[config.mk]
export PLATFORM = sky130hd
export DESIGN_NAME = irqagg_top
export DESIGN_NICKNAME = d
export VERILOG_FILES = /design/src/rtl/irqagg_pkg.sv /design/src/rtl/irqagg_host_bank.sv /design/src/rtl/irqagg_coll_bank.sv /design/src/rtl/irqagg_top.sv
export SDC_FILE = /design/constraint.sdc
export NUM_CORES = 1
export LEC_CHECK = 0
export ABC_AREA = 1
export CAP_MARGIN = 10
export CORE_ASPECT_RATIO = 0.75
export CORE_MARGIN = 1.5
export CORE_UTILIZATION = 50
export DETAILED_ROUTE_END_ITERATION = 7
export DONT_BUFFER_PORTS = 1
export HOLD_SLACK_MARGIN = 0.02
export SLEW_MARGIN = 30
export SYNTH_ARGS = -nofsm -noshare
export SYNTH_HDL_FRONTEND = slang
export SYNTH_SLANG_ARGS = --single-unit
[constraint.sdc]
create_clock -name clk -period 2.3 [get_ports clk]
set_clock_uncertainty 0.1 [all_clocks]
set_input_delay 0.23 -clock clk [delete_from_list [all_inputs] [get_ports clk]]
set_output_delay 0.23 -clock clk [all_outputs]
set_load 0.05 [all_outputs]
[src/rtl/irqagg_pkg.sv]
package irqagg_pkg;

  localparam int unsigned REG_W     = 32;
  localparam int unsigned ADDR_W    = 8;
  localparam int unsigned SIZE_W    = 2;
  localparam int unsigned SRC_MAX   = REG_W / 2;

  localparam logic [SIZE_W-1:0] SIZE_WORD = 2'd2;

  // host stage offsets
  localparam logic [ADDR_W-1:0] H_SEG   = 8'h24;
  localparam logic [ADDR_W-1:0] H_RDSZ  = 8'h28;
  localparam logic [ADDR_W-1:0] H_CTRL  = 8'h30;
  localparam logic [ADDR_W-1:0] H_MASK  = 8'h34;
  localparam logic [ADDR_W-1:0] H_STAT  = 8'h38;
  localparam logic [ADDR_W-1:0] H_ERRA  = 8'h40;

  // collector stage offsets
  localparam logic [ADDR_W-1:0] C_RT0   = 8'h08;
  localparam logic [ADDR_W-1:0] C_RT1   = 8'h0C;
  localparam logic [ADDR_W-1:0] C_STAT  = 8'h50;
  localparam logic [ADDR_W-1:0] C_MASK  = 8'h54;
  localparam logic [ADDR_W-1:0] C_POL   = 8'h58;
  localparam logic [ADDR_W-1:0] C_INP   = 8'h5C;

  localparam logic [REG_W-1:0] RDSZ_RST = 32'h0200_0000;
  localparam int unsigned      EN_BIT   = REG_W - 1;

  // Source n maps to status bit (REG_W-1-n).
  function automatic logic [REG_W-1:0] src_to_stat(input logic [SRC_MAX-1:0] lvl);
    logic [REG_W-1:0] v;
    v = '0;
    for (int n = 0; n < SRC_MAX; n++) begin
      v[REG_W-1-n] = lvl[n];
    end
    return v;
  endfunction

  // Clear-by-one then set; a set wins over a clear of the same bit.
  function automatic logic [REG_W-1:0] w1c_merge(input logic [REG_W-1:0] cur,
                                                 input logic [REG_W-1:0] clr,
                                                 input logic [REG_W-1:0] set);
    return (cur & ~clr) | set;
  endfunction

  function automatic logic summary_line(input logic enable,
                                        input logic [REG_W-1:0] stat,
                                        input logic [REG_W-1:0] mask);
    return enable && ((stat & mask) != '0);
  endfunction

endpackage

[src/rtl/irqagg_host_bank.sv]
module irqagg_host_bank
  import irqagg_pkg::*;
#(
  parameter int unsigned N_SRC = 16
) (
  input  logic                 clk,
  input  logic                 rst_n,
  input  logic                 wr_stb,
  input  logic [ADDR_W-1:0]    addr,
  input  logic [REG_W-1:0]     wdata,
  input  logic [N_SRC-1:0]     src_lvl,
  output logic [REG_W-1:0]     rdata,
  output logic                 line_next,
  output logic                 line_now,
  output logic                 eval_evt
);

  logic [REG_W-1:0] seg_q, rdsz_q, ctrl_q, mask_q, stat_q;
  logic [REG_W-1:0] ctrl_n, mask_n, stat_n;
  logic [SRC_MAX-1:0] lvl_pad;
  logic [REG_W-1:0] set_vec;
  logic [REG_W-1:0] clr_vec;
  logic wr_seg, wr_rdsz, wr_ctrl, wr_mask, wr_stat;
  logic any_src;

  always_comb begin
    lvl_pad = '0;
    lvl_pad[N_SRC-1:0] = src_lvl;
  end

  assign set_vec = src_to_stat(lvl_pad);
  assign any_src = |src_lvl;

  assign wr_seg  = wr_stb && (addr == H_SEG);
  assign wr_rdsz = wr_stb && (addr == H_RDSZ);
  assign wr_ctrl = wr_stb && (addr == H_CTRL);
  assign wr_mask = wr_stb && (addr == H_MASK);
  assign wr_stat = wr_stb && (addr == H_STAT);

  assign clr_vec = wr_stat ? wdata : '0;

  always_comb begin
    ctrl_n = wr_ctrl ? wdata : ctrl_q;
    mask_n = wr_mask ? wdata : mask_q;
    stat_n = w1c_merge(stat_q, clr_vec, set_vec);
  end

  assign eval_evt  = wr_ctrl || wr_mask || wr_stat || any_src;
  assign line_next = summary_line(ctrl_n[EN_BIT], stat_n, mask_n);
  assign line_now  = summary_line(ctrl_q[EN_BIT], stat_q, mask_q);

  always_ff @(posedge clk) begin
    if (!rst_n) begin
      seg_q  <= '0;
      rdsz_q <= RDSZ_RST;
      ctrl_q <= '0;
      mask_q <= '0;
      stat_q <= '0;
    end else begin
      if (wr_seg)  seg_q  <= wdata;
      if (wr_rdsz) rdsz_q <= wdata;
      ctrl_q <= ctrl_n;
      mask_q <= mask_n;
      stat_q <= stat_n;
    end
  end

  always_comb begin
    unique case (addr)
      H_SEG:   rdata = seg_q;
      H_RDSZ:  rdata = rdsz_q;
      H_CTRL:  rdata = ctrl_q;
      H_MASK:  rdata = mask_q;
      H_STAT:  rdata = stat_q;
      H_ERRA:  rdata = '0;
      default: rdata = '1;
    endcase
  end

  // a high source sets its bit at the next edge
  assert_src_sets_R2: assert property (@(posedge clk) disable iff (!rst_n)
    any_src |=> ((stat_q & $past(set_vec)) == $past(set_vec)));

  // without a status write no latched bit is lost
  assert_no_self_clear_R2: assert property (@(posedge clk) disable iff (!rst_n)
    !wr_stat |=> ((stat_q & $past(stat_q)) == $past(stat_q)));

  // bits written as one vanish when no source is high
  assert_w1c_R3: assert property (@(posedge clk) disable iff (!rst_n)
    (wr_stat && !any_src) |=> ((stat_q & $past(wdata)) == '0));

endmodule

[src/rtl/irqagg_coll_bank.sv]
module irqagg_coll_bank
  import irqagg_pkg::*;
#(
  parameter int unsigned LINE_BIT = 11
) (
  input  logic                 clk,
  input  logic                 rst_n,
  input  logic                 wr_stb,
  input  logic [ADDR_W-1:0]    addr,
  input  logic [REG_W-1:0]     wdata,
  input  logic                 ext_eval,
  input  logic                 line_next,
  output logic [REG_W-1:0]     rdata,
  output logic                 line_seen,
  output logic                 eval_any,
  output logic                 irq_out
);

  logic [REG_W-1:0] rt0_q, rt1_q, stat_q, mask_q, pol_q, inp_q;
  logic [REG_W-1:0] inp_n, mask_n, stat_n, clr_vec, fold_vec;
  logic wr_rt0, wr_rt1, wr_stat, wr_mask, wr_pol;
  logic irq_q;

  assign wr_rt0  = wr_stb && (addr == C_RT0);
  assign wr_rt1  = wr_stb && (addr == C_RT1);
  assign wr_stat = wr_stb && (addr == C_STAT);
  assign wr_mask = wr_stb && (addr == C_MASK);
  assign wr_pol  = wr_stb && (addr == C_POL);

  // polarity write is an evaluation trigger, its value is never applied
  assign eval_any = ext_eval || wr_stat || wr_mask || wr_pol;

  always_comb begin
    inp_n = inp_q;
    if (eval_any) begin
      inp_n = '0;
      inp_n[LINE_BIT] = line_next;
    end
    mask_n   = wr_mask ? wdata : mask_q;
    clr_vec  = wr_stat ? wdata : '0;
    fold_vec = eval_any ? (inp_n & mask_n) : '0;
    stat_n   = w1c_merge(stat_q, clr_vec, fold_vec);
  end

  always_ff @(posedge clk) begin
    if (!rst_n) begin
      rt0_q  <= '0;
      rt1_q  <= '0;
      stat_q <= '0;
      mask_q <= '0;
      pol_q  <= '0;
      inp_q  <= '0;
      irq_q  <= 1'b0;
    end else begin
      if (wr_rt0) rt0_q <= wdata;
      if (wr_rt1) rt1_q <= wdata;
      if (wr_pol) pol_q <= wdata;
      mask_q <= mask_n;
      inp_q  <= inp_n;
      stat_q <= stat_n;
      irq_q  <= (stat_n != '0);
    end
  end

  assign irq_out   = irq_q;
  assign line_seen = inp_q[LINE_BIT];

  always_comb begin
    unique case (addr)
      C_RT0:   rdata = rt0_q;
      C_RT1:   rdata = rt1_q;
      C_STAT:  rdata = stat_q;
      C_MASK:  rdata = mask_q;
      C_POL:   rdata = pol_q;
      C_INP:   rdata = inp_q;
      default: rdata = '1;
    endcase
  end

  // sticky bits survive any cycle without a status write
  assert_sticky_R5: assert property (@(posedge clk) disable iff (!rst_n)
    !wr_stat |=> ((stat_q & $past(stat_q)) == $past(stat_q)));

  // without an evaluation status and input stay put
  assert_quiet_R10: assert property (@(posedge clk) disable iff (!rst_n)
    !eval_any |=> ($stable(stat_q) && $stable(inp_q)));

  // output level agrees with the latched status
  assert_out_level_R6: assert property (@(posedge clk) disable iff (!rst_n)
    irq_out == (stat_q != '0));

endmodule

[src/rtl/irqagg_top.sv]
module irqagg_top
  import irqagg_pkg::*;
#(
  parameter int unsigned N_SRC    = 16,
  parameter int unsigned LINE_BIT = 11
) (
  input  logic                 clk,
  input  logic                 rst_n,
  input  logic [N_SRC-1:0]     sirq_lvl,
  input  logic                 h_req,
  input  logic                 h_we,
  input  logic [SIZE_W-1:0]    h_size,
  input  logic [ADDR_W-1:0]    h_addr,
  input  logic [REG_W-1:0]     h_wdata,
  output logic [REG_W-1:0]     h_rdata,
  input  logic                 c_req,
  input  logic                 c_we,
  input  logic [SIZE_W-1:0]    c_size,
  input  logic [ADDR_W-1:0]    c_addr,
  input  logic [REG_W-1:0]     c_wdata,
  output logic [REG_W-1:0]     c_rdata,
  output logic                 irq_out
);

  logic h_ok, c_ok, h_wr, c_wr;
  logic [REG_W-1:0] h_bank_rd, c_bank_rd;
  logic line_next, line_now, h_eval, c_eval, line_seen;

  assign h_ok = (h_size == SIZE_WORD);
  assign c_ok = (c_size == SIZE_WORD);
  assign h_wr = h_req && h_we && h_ok;
  assign c_wr = c_req && c_we && c_ok;

  irqagg_host_bank #(.N_SRC(N_SRC)) u_host (
    .clk       (clk),
    .rst_n     (rst_n),
    .wr_stb    (h_wr),
    .addr      (h_addr),
    .wdata     (h_wdata),
    .src_lvl   (sirq_lvl),
    .rdata     (h_bank_rd),
    .line_next (line_next),
    .line_now  (line_now),
    .eval_evt  (h_eval)
  );

  irqagg_coll_bank #(.LINE_BIT(LINE_BIT)) u_coll (
    .clk       (clk),
    .rst_n     (rst_n),
    .wr_stb    (c_wr),
    .addr      (c_addr),
    .wdata     (c_wdata),
    .ext_eval  (h_eval),
    .line_next (line_next),
    .rdata     (c_bank_rd),
    .line_seen (line_seen),
    .eval_any  (c_eval),
    .irq_out   (irq_out)
  );

  assign h_rdata = h_ok ? h_bank_rd : '1;
  assign c_rdata = c_ok ? c_bank_rd : '1;

  // after an evaluation the collector input copies the host line
  assert_line_copy_R4: assert property (@(posedge clk) disable iff (!rst_n)
    c_eval |=> (line_seen == line_now));

endmodule

==> results of run 1 <==
## through the flow
stage / total power [mW] / setup WS [ns] / util
global route: 12.9 / -0.0223 / 0.650
global placement: 6.65 / 0.0822 / 0.569
floorplan: 6.55 / 0.0633 / -
finish: 12.6 / 0.0811 / 0.650
CTS: 12.6 / 0.0590 / 0.639
detailed placement: 6.66 / 0.0703 / 0.569
## worst min-delay path by stage
stage                     from           endpoint  slack [ns]  cells past startpoint
detailed placement       rst_n  u_host.rdsz_q[25]        0.27                      1
finish               c_addr[2]  u_coll.mask_q[11]       0.001                      4
global route         c_addr[2]  u_coll.mask_q[11]        0.01                      4
global placement    h_wdata[9]   u_host.ctrl_q[9]        0.27                      2
floorplan           h_wdata[1]   u_host.ctrl_q[1]        0.26                      2
CTS                  c_addr[2]  u_coll.mask_q[11]        0.04                      4
## routing by layer
| metal | up-vias | wire, um |
|---|---|---|
| li1 | 7144 | - |
| met1 | 6970 | 23100 |
| met2 | 710 | 21700 |
| met3 | 70 | 4780 |
| met4 | 0 | 740 |
| met5 | - | 0 |
## cell usage after synthesis, types with 7 or more instances
cell type,number,area share
buf_1,7,0.0017
dfxtp_1,353,0.47
nand2_1,243,0.060
a221oi_1,61,0.035
buf_2,34,0.011
a211oi_1,91,0.045
nand3_1,125,0.041
inv_2,7,0.0017
nor3_1,41,0.014
nor2_1,241,0.060
inv_1,245,0.061
o21ai_0,152,0.050
o21ai_1,23,0.0076
a21oi_1,217,0.072
o22ai_1,38,0.016
clkbuf_1,92,0.023
nand4_1,12,0.0050
## flip-flops by register name (all words and copies together) (netlist names), 32 cells and up
register	count
u_coll.rt0_q	32
u_coll.rt1_q	32
u_coll.mask_q	32
u_coll.pol_q	32
u_host.stat_q	32
u_host.seg_q	32
u_host.rdsz_q	32
u_coll.inp_q	32
u_host.ctrl_q	32
u_coll.stat_q	32
u_host.mask_q	32
## area by class of cell
type	instances	share of cell area
Sequential cell	353	0.369
Multi-Input combinational cell	1283	0.348
Timing Repair Buffer	242	0.147
Clock buffer	53	0.0546
Inverter	256	0.0506
Tap cell	392	0.0256
Clock inverter	9	0.00496
Antenna cell	1	0.000131
## worst max-delay path, cell delays in order
cell and delay [ns]:
nor2_4 0.15, nand3_2 0.13, nor3_4 0.23, buf_12 0.14, buf_4 0.11, o21ai_4 0.11, buf_4 0.22, a21oi_1 0.14
nand3_1 0.19, buf_12 0.21
## power breakdown
part | internal (mW) | total, mW | leakage, nW | switching, mW
Clock | 3.37 | 5.80 | 0.567 | 2.43
Sequential | 6.13 | 6.14 | 2.85 | 0.0114
Combinational | 0.224 | 0.607 | 3.91 | 0.383
## kinds of logic after synthesis
logic type	Yosys count	share of synthesized area
and+or+nand+nor	688	0.197
AOI/OAI and AO/OA	595	0.233
buffers and inverters	398	0.104
DFF	353	0.466
## what timing repair did
action,CTS,global route
resized for setup,0,32
endpoints found under the hold margin,319,1
buffers inserted,0,10
endpoints found under the setup margin,0,19
==> results by group, run 1 <==
Clock tree
  • # hold bufs at CTS: 91
  • CTS H-tree lvls: 2
  • Total CTS buffers: 36
  • CTS Buffer Depth: 3
  • CTS Sinks: 353
  • CTS tree: done
  • Clk Tree Root Cell: clkbuf_16
  • Clk Latency, worst-skew pair: 0.53 ns
  • Clk slew on worst S/H paths: 0.06 ns

Worst setup path
  • Flop-to-flop setup slack: 0.23 ns
  • CP endpoint: c_rdata[1]
  • CP Launch Type: primary input
  • Worst R2R End: u_coll.irq_out
  • CP required: 1.97 ns
  • Setup CP Type: primary input to output pin
  • FF-to-FF Start: u_host.stat_q[18]
  • WP data arrival: 1.89 ns
  • Reg2Reg Depth: 12
  • Largest fanout on the critical path: 12
  • CP endpoint kind: output pin
  • Critical Path Source: c_addr[1]

Die
  • Core box area: 29500 um2
  • Site Rows: 54
  • I/O pins: 171
  • Die Ht: 154 um
  • Initial core utilization: 0.515
  • Chip width: 204 um
  • Overall die area: 31400 um2

Power
  • Leakage: 7.32 nW
  • PD cells: 655 nW/um2
  • Max VDD drop: 479 uV

Timing
  • Setup_tns: 0 ns
  • Final worst path period need: 2.22 ns
  • Fmax: 0.451 GHz
  • Tcrit/Tclk final: 0.965
  • RSZ-0062 raised after global routing: yes
  • Final setup fails: 0
  • Measured slew at the worst slew-check pin: 0.684 ns
  • Slew HR: 0.544
  • Final Hold Fails: 0
  • Max Slew Vio Count: 0
  • Hold WS: 0.00109 ns

Routing
  • Vias post-DR: 14894
  • Routed vias/inst: 5.75
  • Per-cell routed wire length: 19.4 um
  • DRT iter0 DRCs: 1558
  • DRT antenna net count: 0
  • Final WL: 50.3 mm
  • First-pass detailed-route iteration total: 6
  • # DRC: 0

Final layout
  • Cell area after layout: 19200 um2
  • Area Growth Syn to Fin: 26.4%
  • Storage cell area: 7070 um2
  • Post-layout nets: 2278
  • Layout cells sized above 1: 0.119
  • Fillers: 2626
  • Commonest cells after routing, fill and taps aside: dfxtp_1 (353), inv_1 (244), nand2_1 (240)
  • Most common cell after layout, fill and taps aside: dfxtp_1
  • Area of the multi-input gates: 6660 um2
  • Non-Filler Instances: 2589

Global route
  • Initial antenna violation count: 1
  • Largest net degree at the start of global routing: 133
  • Global Route Usage Sum: 0.306
  • Vias in the first global route: 13586
  • Met2 Usage GRT: 0.463
  • GR peak layer: met2
  • GR Util met3: 0.0451
  • Grt ovf: 0
  • Global-route wire length before repair: 76.2 mm
  • Met1 GRT Util: 0.459

Place
  • Hpwl dp: 29.9 mm
  • Routability congestion estimate: 0.839
  • IO buf count: 0
  • Placed cell count: 2421
  • DP Area: 16800 um2

Synth
  • EDFF count, synth: 0
  • Synth unique cells: 40
  • Seq cells post-synth: 353
  • Net Count, Synth: 2140
  • Yosys Warn Count: 0
  • Post-synth top flop: dfxtp_1
  • Synth Area per Inst: 7.45 um2
  • Sequential share of the synthesized area: 0.466
  • Ys async rst share: 0
  • Cells after synthesis: 2034
  • Syn Std Cell Area: 15200 um2

Worst hold path
  • Worst hold path class: primary input to flop

Run
  • Max-cap viol count: 0

Status
  • Status: complete, no violations
Power figures use the tool's default switching activity.
==> run 2: changes to the inputs <==
--- a/config.mk
+++ b/config.mk
@@ -5,10 +5,8 @@
 export SDC_FILE = /design/constraint.sdc
 export NUM_CORES = 1
 export LEC_CHECK = 0
-export ABC_AREA = 1
 export CAP_MARGIN = 10
 export CORE_ASPECT_RATIO = 0.75
-export CORE_MARGIN = 1.5
 export CORE_UTILIZATION = 50
 export DETAILED_ROUTE_END_ITERATION = 7
 export DONT_BUFFER_PORTS = 1
==> constraint.sdc (replaced) <==
create_clock -name clk -period 2.54 [get_ports clk]
set_clock_uncertainty 0.1 [all_clocks]
set_input_delay 0.254 -clock clk [delete_from_list [all_inputs] [get_ports clk]]
set_output_delay 0.254 -clock clk [all_outputs]
set_load 0.05 [all_outputs]
==> results by group, run 2 <==
Power
  • Leakage: 6.68 nW (-8.7%)
  • Final Total Pwr: 11.2 mW (-11%)
  • Max VDD drop: 512 uV (+6.9%)
  • PD cells: 579 nW/um2 (-12%)

Synth
  • Top cells by area, synth: dfxtp_1 (46%), nand2_1 (8.7%), a21oi_1 (7.0%)
  • Post-synth top flop: dfxtp_1
  • Sequential share of the synthesized area: 0.462 (-0.00386)
  • Seq cells post-synth: 353 (unchanged)
  • Synth Area per Inst: 8.61 um2 (+16%)
  • Cells after synthesis: 1775 (-13%)
  • Post-synth top area share: 0.462 (-0.00386)
  • Yosys Warn Count: 0 (unchanged)
  • EDFF count, synth: 0 (unchanged)
  • Net Count, Synth: 1881 (-12%)
  • Ys async rst share: 0 (unchanged)
  • Synth unique cells: 50 (+25%)
  • Syn Std Cell Area: 15300 um2 (+0.83%)
  • Commonest cells post-synth: dfxtp_1 (353), nand2_1 (353), a21oi_1 (215)
  • Largest area contributor in the netlist: dfxtp_1

Clock tree
  • Total CTS buffers: 36 (unchanged)
  • CTS Buffer Depth: 3 (unchanged)
  • Clk Latency, worst-skew pair: 0.53 ns (about the same)
  • Clk slew on worst S/H paths: 0.06 ns (about the same)
  • Clk Tree Root Cell: clkbuf_16
  • CTS H-tree lvls: 2 (unchanged)
  • CTS Sinks: 353 (unchanged)
  • CTS tree: done

Worst setup path
  • Reg2Reg Depth: 6 (-6)
  • CP required: 2.19 ns (+0.22 ns)
  • FF-to-FF Start: u_host.mask_q[12]
  • Largest fanout on the critical path: 34 (+22)
  • CP Launch Type: primary input
  • WP data arrival: 2.15 ns (+0.26 ns)
  • Flop-to-flop setup slack: 0.51 ns (+0.28 ns)
  • Setup CP Type: primary input to output pin
  • Critical Path Source: h_addr[1]
  • CP endpoint kind: output pin
  • CP endpoint: h_rdata[0]
  • Worst R2R End: u_coll.irq_out

Die
  • Chip width: 204 um (about the same)
  • I/O pins: 171 (unchanged)
  • Core box area: 30100 um2 (+2.3%)
  • Overall die area: 31300 um2 (-0.32%)
  • Die Ht: 153 um (-0.24%)
  • Site Rows: 55 (+1.9%)
  • Initial core utilization: 0.507 (-0.00747)

Routing
  • Final WL: 50.6 mm (+0.63%)
  • DRT antenna net count: 0 (unchanged)
  • # DRC: 0 (unchanged)
  • First-pass detailed-route iteration total: 8 (+2)
  • DRT iter0 DRCs: 1492 (-4.2%)
  • Vias post-DR: 14319 (-3.9%)
  • Per-cell routed wire length: 21.6 um (+11%)
  • Routed vias/inst: 6.12 (+6.4%)

Global route
  • Largest net degree at the start of global routing: 99 (-26%)
  • Global-route wire length before repair: 77.6 mm (+1.9%)
  • Global Route Usage Sum: 0.316 (+0.00924)
  • Initial antenna violation count: 3 (+2)
  • Grt ovf: 0 (unchanged)
  • Vias in the first global route: 13572 (-0.10%)

Place
  • Routability congestion estimate: 0.874 (+4.1%)
  • Hpwl dp: 32.1 mm (+7.6%)
  • DP Area: 17200 um2 (+2.7%)
  • Dpl ws: -0.500 ns (-0.571 ns)
  • IO buf count: 0 (unchanged)

Timing
  • Final Hold Fails: 0 (unchanged)
  • Fmax: 0.399 GHz
  • Max Slew Vio Count: 0 (unchanged)
  • Final setup fails: 0 (unchanged)
  • RSZ-0062 raised after global routing: yes
  • Measured slew at the worst slew-check pin: 0.818 ns (+0.133 ns)
  • Final worst path period need: 2.51 ns
  • Slew HR: 0.450 (-0.0934)
  • Setup WS post-layout: 0.0335 ns (-0.0476 ns)
  • Tcrit/Tclk final: 0.987

Final layout
  • Layout cells sized above 1: 0.159 (+0.0401)
  • Fillers: 2552 (-2.8%)
  • Cell area after layout: 19300 um2 (+0.76%)
  • Commonest cells after routing, fill and taps aside: dfxtp_1 (353), nand2_1 (352), a21oi_1 (214)
  • Most common cell after layout, fill and taps aside: dfxtp_1
  • Area Growth Syn to Fin: 26.3% (about the same)
  • Post-layout nets: 2023 (-11%)

Status
  • Status: complete, no violations

Worst hold path
  • Worst hold path class: primary input to flop

Run
  • Max-cap viol count: 0 (unchanged)
run 2: changes by cell type after synthesis, moves of 60 or more:
cell / before / now
and2_1: 0 / 62
o21ai_0: 152 / 0
a211oi_1: 91 / 28
mux2i_1: 0 / 92
nor2_1: 241 / 111
a22oi_1: 0 / 60
nand2_1: 243 / 353
nand3_1: 125 / 42
inv_1: 245 / 14
run 2: worst max-delay path, stage by stage:
cell and delay (ns):
or4b_4 0.55, buf_4 0.17, nor4_4 0.15, buf_4 0.48, a222oi_1 0.21, nand3_1 0.13
buf_4 0.20
run 2: cells by family after synthesis:
kind of cell | count (synthesis) | share of synthesized area
simple gates | 671 | 0.201
flops | 353 | 0.462
mux | 129 | 0.0934
buf+inv | 163 | 0.0440
compound gates | 459 | 0.200
run 2: area by class of cell:
type | count | area [um2] | share of cell area
multi-input cells | 1260 | 7890 | 0.409
flip-flops and latches | 353 | 7070 | 0.366
repair buffers | 251 | 2670 | 0.138
clock buffers | 52 | 1040 | 0.0540
well taps | 399 | 499 | 0.0259
inverters | 15 | 63.8 | 0.00331
clock inverters | 7 | 60.1 | 0.00311
diodes | 3 | 7.51 | 0.000389
run 2: layer usage:
metal  global-route usage  share of wire  vias to the layer above
li1                     -              -                     6669
met1                0.472           0.48                     6931
met2                0.459           0.42                      646
met3               0.0610          0.086                       73
met4               0.0823          0.017                        0
met5                    0              0                        -
run 2: repair_timing:
item / in CTS / in global routing
setup endpoints to repair: 0 / 16
hold endpoints to repair: 322 / 0
hold buffers: 87 / 0
buffers inserted: 0 / 2
resized for setup: 0 / 10
run 2: power by group:
part           leakage (nW)  internal (mW)  switching (mW)  total (mW)
registers              2.85           5.55          0.0112        5.57
clock network         0.547           2.94            2.17        5.10
logic                  3.29          0.197           0.312       0.508
total                  6.68           8.69            2.49        11.2
run 2: metrics by stage:
step           cells  hold WS [ns]  utilization  TNS [ns]
5_1_grt         2339         0.101        0.640   -0.0199
2_1_floorplan   1775         0.246            -   -0.0735
4_1_cts         2333        0.0472        0.637         0
3_3_place_gp    2187         0.241        0.571     -5.30
6_report        2340        0.0834        0.640         0
3_5_place_dp    2187         0.246        0.571     -4.61
run 2: worst min path at each step:
stage                      from           endpoint  slack [ns]  depth (start not counted)
floorplan           h_wdata[10]  u_host.stat_q[10]        0.25                          1
global placement          rst_n  u_host.rdsz_q[25]        0.24                          1
detailed placement        rst_n  u_host.rdsz_q[25]        0.25                          1
CTS                   c_addr[2]   u_coll.rt0_q[25]        0.05                          4
global route          c_addr[2]   u_coll.rt0_q[11]        0.10                          4
finish                c_addr[4]  u_coll.mask_q[29]        0.08                          4
==> run 3: changes to the inputs <==
--- a/config.mk
+++ b/config.mk
@@ -8,6 +8,7 @@
 export CAP_MARGIN = 10
 export CORE_ASPECT_RATIO = 0.75
 export CORE_UTILIZATION = 50
+export CTS_BUF_LIST = sky130_fd_sc_hd__clkbuf_16
 export DETAILED_ROUTE_END_ITERATION = 7
 export DONT_BUFFER_PORTS = 1
 export HOLD_SLACK_MARGIN = 0.02
==> results by group, run 3 (same netlist as run 2, synthesis figures left out) <==
Clock tree
  • CTS Buffer Depth: 3 (unchanged)
  • Clk Tree Root Cell: clkbuf_16
  • CTS Sinks: 353 (unchanged)
  • Clk Latency, worst-skew pair: 0.53 ns (about the same)
  • CTS tree: done
  • Total CTS buffers: 36 (unchanged)
  • Clk slew on worst S/H paths: 0.06 ns (about the same)
  • CTS H-tree lvls: 2 (unchanged)

Routing
  • Final WL: 50.6 mm (about the same)
  • # DRC: 0 (unchanged)
  • DRT antenna net count: 0 (unchanged)
  • Routed vias/inst: 6.08 (-0.70%)
  • DRT iter0 DRCs: 1546 (+3.6%)
  • Per-cell routed wire length: 21.6 um (about the same)
  • First-pass detailed-route iteration total: 6 (-2)
  • Vias post-DR: 14219 (-0.70%)

Timing
  • Hold WS: 0.106 ns (+0.0227 ns)
  • Tcrit/Tclk final: 0.988 (about the same)
  • Max Slew Vio Count: 0 (unchanged)
  • Measured slew at the worst slew-check pin: 0.865 ns (+0.0473 ns)
  • RSZ-0062 raised after global routing: yes
  • Final Hold Fails: 0 (unchanged)
  • Final worst path period need: 2.51 ns (+0.00222 ns)
  • Fmax: 0.399 GHz (about the same)
  • Slew HR: 0.419 (-0.0318)
  • Final setup fails: 0 (unchanged)

Global route
  • Grt ovf: 0 (unchanged)
  • Global-route wire length before repair: 77.4 mm (-0.27%)
  • Global Route Usage Sum: 0.315 (-0.000828)
  • Initial antenna violation count: 3 (unchanged)
  • Vias in the first global route: 13545 (-0.20%)
  • Largest net degree at the start of global routing: 99 (unchanged)

Worst setup path
  • CP endpoint kind: output pin
  • CP required: 2.19 ns (about the same)
  • Crit-path cells: or4b_4 > buf_4 > nor4_4 > buf_4 > a222oi_1 > nand3_1 > buf_4
  • CP Buf/Inv Count: 3 (unchanged)
  • Flop-to-flop setup slack: 0.52 ns (about the same)
  • Max stage delay cell, worst path: or4b_4
  • Largest fanout on the critical path: 34 (unchanged)
  • Crit path max-delay family: buffers and inverters
  • CP Launch Type: primary input
  • Largest stage delay on the critical path: 0.55 ns (about the same)
  • WP data arrival: 2.15 ns (about the same)
  • Top cell by count, worst path: buf_4
  • Setup CP Type: primary input to output pin

Place
  • Hpwl dp: 32.1 mm (unchanged)
  • DP Area: 17200 um2 (unchanged)
  • Routability congestion estimate: 0.874 (unchanged)
  • IO buf count: 0 (unchanged)

Die
  • I/O pins: 171 (unchanged)
  • Die Ht: 153 um (unchanged)
  • Site Rows: 55 (unchanged)
  • Chip width: 204 um (unchanged)
  • Initial core utilization: 0.507 (unchanged)
  • Overall die area: 31300 um2 (unchanged)
  • Core box area: 30100 um2 (unchanged)

Final layout
  • Layout cells sized above 1: 0.156 (-0.00361)
  • Post-layout nets: 2023 (unchanged)
  • Fillers: 2558 (+0.24%)
  • Most common cell after layout, fill and taps aside: dfxtp_1
  • Storage cell area: 7070 um2 (unchanged)
  • Area of the multi-input gates: 7890 um2 (about the same)
  • Area Growth Syn to Fin: 25.9%
  • Cell area after layout: 19200 um2 (-0.34%)
  • Commonest cells after routing, fill and taps aside: dfxtp_1 (353), nand2_1 (352), a21oi_1 (214)

Power
  • Max VDD drop: 509 uV (-0.60%)
  • Leakage: 6.69 nW (about the same)
  • PD cells: 569 nW/um2 (-1.7%)

Worst hold path
  • Worst hold path class: primary input to flop

Status
  • Status: complete, no violations

Run
  • Max-cap viol count: 0 (unchanged)
==> run 3: cell types whose count changed in the layout (fill, tap and decap cells not counted) <==
cell      change
clkbuf_1      -9
nand3_2       -1
inv_1         +9
clkbuf_8      -6
clkinv_1      +6
nand3_1       +1
==> run 3: worst min-delay path, stage by stage <==
cell     delay, ns
nor3_2        0.07
buf_4         0.16
mux2i_1       0.11
nor2_1        0.07
==> run 3: area by class of cell <==
cell class / count / share of cell area
Tap cell: 399 / 0.0260
Clock buffer: 37 / 0.0481
Timing Repair Buffer: 251 / 0.139
Multi-Input combinational cell: 1260 / 0.410
Antenna cell: 3 / 0.000390
Clock inverter: 22 / 0.00605
Sequential cell: 353 / 0.367
Inverter: 15 / 0.00332
==> run 3: worst paths after layout <==
check,startpoint,cells after the start,end
setup / recovery,h_addr[1],7,h_rdata[0]
hold / removal,c_addr[2],4,u_coll.rt0_q[25]
setup reg to reg,u_host.mask_q[2],6,u_coll.irq_out
hold reg to reg,u_coll.inp_q[11],2,u_coll.inp_q[11]
==> run 3: what timing repair did <==
action / in CTS / in global routing
hold endpoints to repair: 322 / 0
hold buffers: 87 / 0
gates resized for setup: 0 / 9
buffers inserted: 0 / 2
setup endpoints to repair: 0 / 15
==> run 3: power by group <==
part / internal (mW) / total (mW) / switching, mW
Sequential: 5.55 / 5.57 / 0.0115
Combinational: 0.197 / 0.508 / 0.312
Clock: 2.72 / 4.88 / 2.16
==> run 3: layer usage <==
| metal | wire, um | track usage |
|---|---|---|
| met1 | 23900 | 0.472 |
| met3 | 4420 | 0.0603 |
| met4 | 835 | 0.0806 |
| met2 | 21400 | 0.458 |
| met5 | 0 | 0 |
==> run 3: metrics by stage <==
step	total power, mW	util	instances	setup TNS (ns)	setup WS (ns)
after detailed placement	5.98	0.571	2187	-4.61	-0.500
after CTS	11.0	0.635	2333	0	0.0101
after global routing	11.2	0.638	2339	-0.0202	-0.00578
after floorplan	5.92	-	1775	-0.0735	-0.0212
final	10.9	0.638	2340	0	0.0313
after global placement	5.98	0.571	2187	-5.30	-0.497
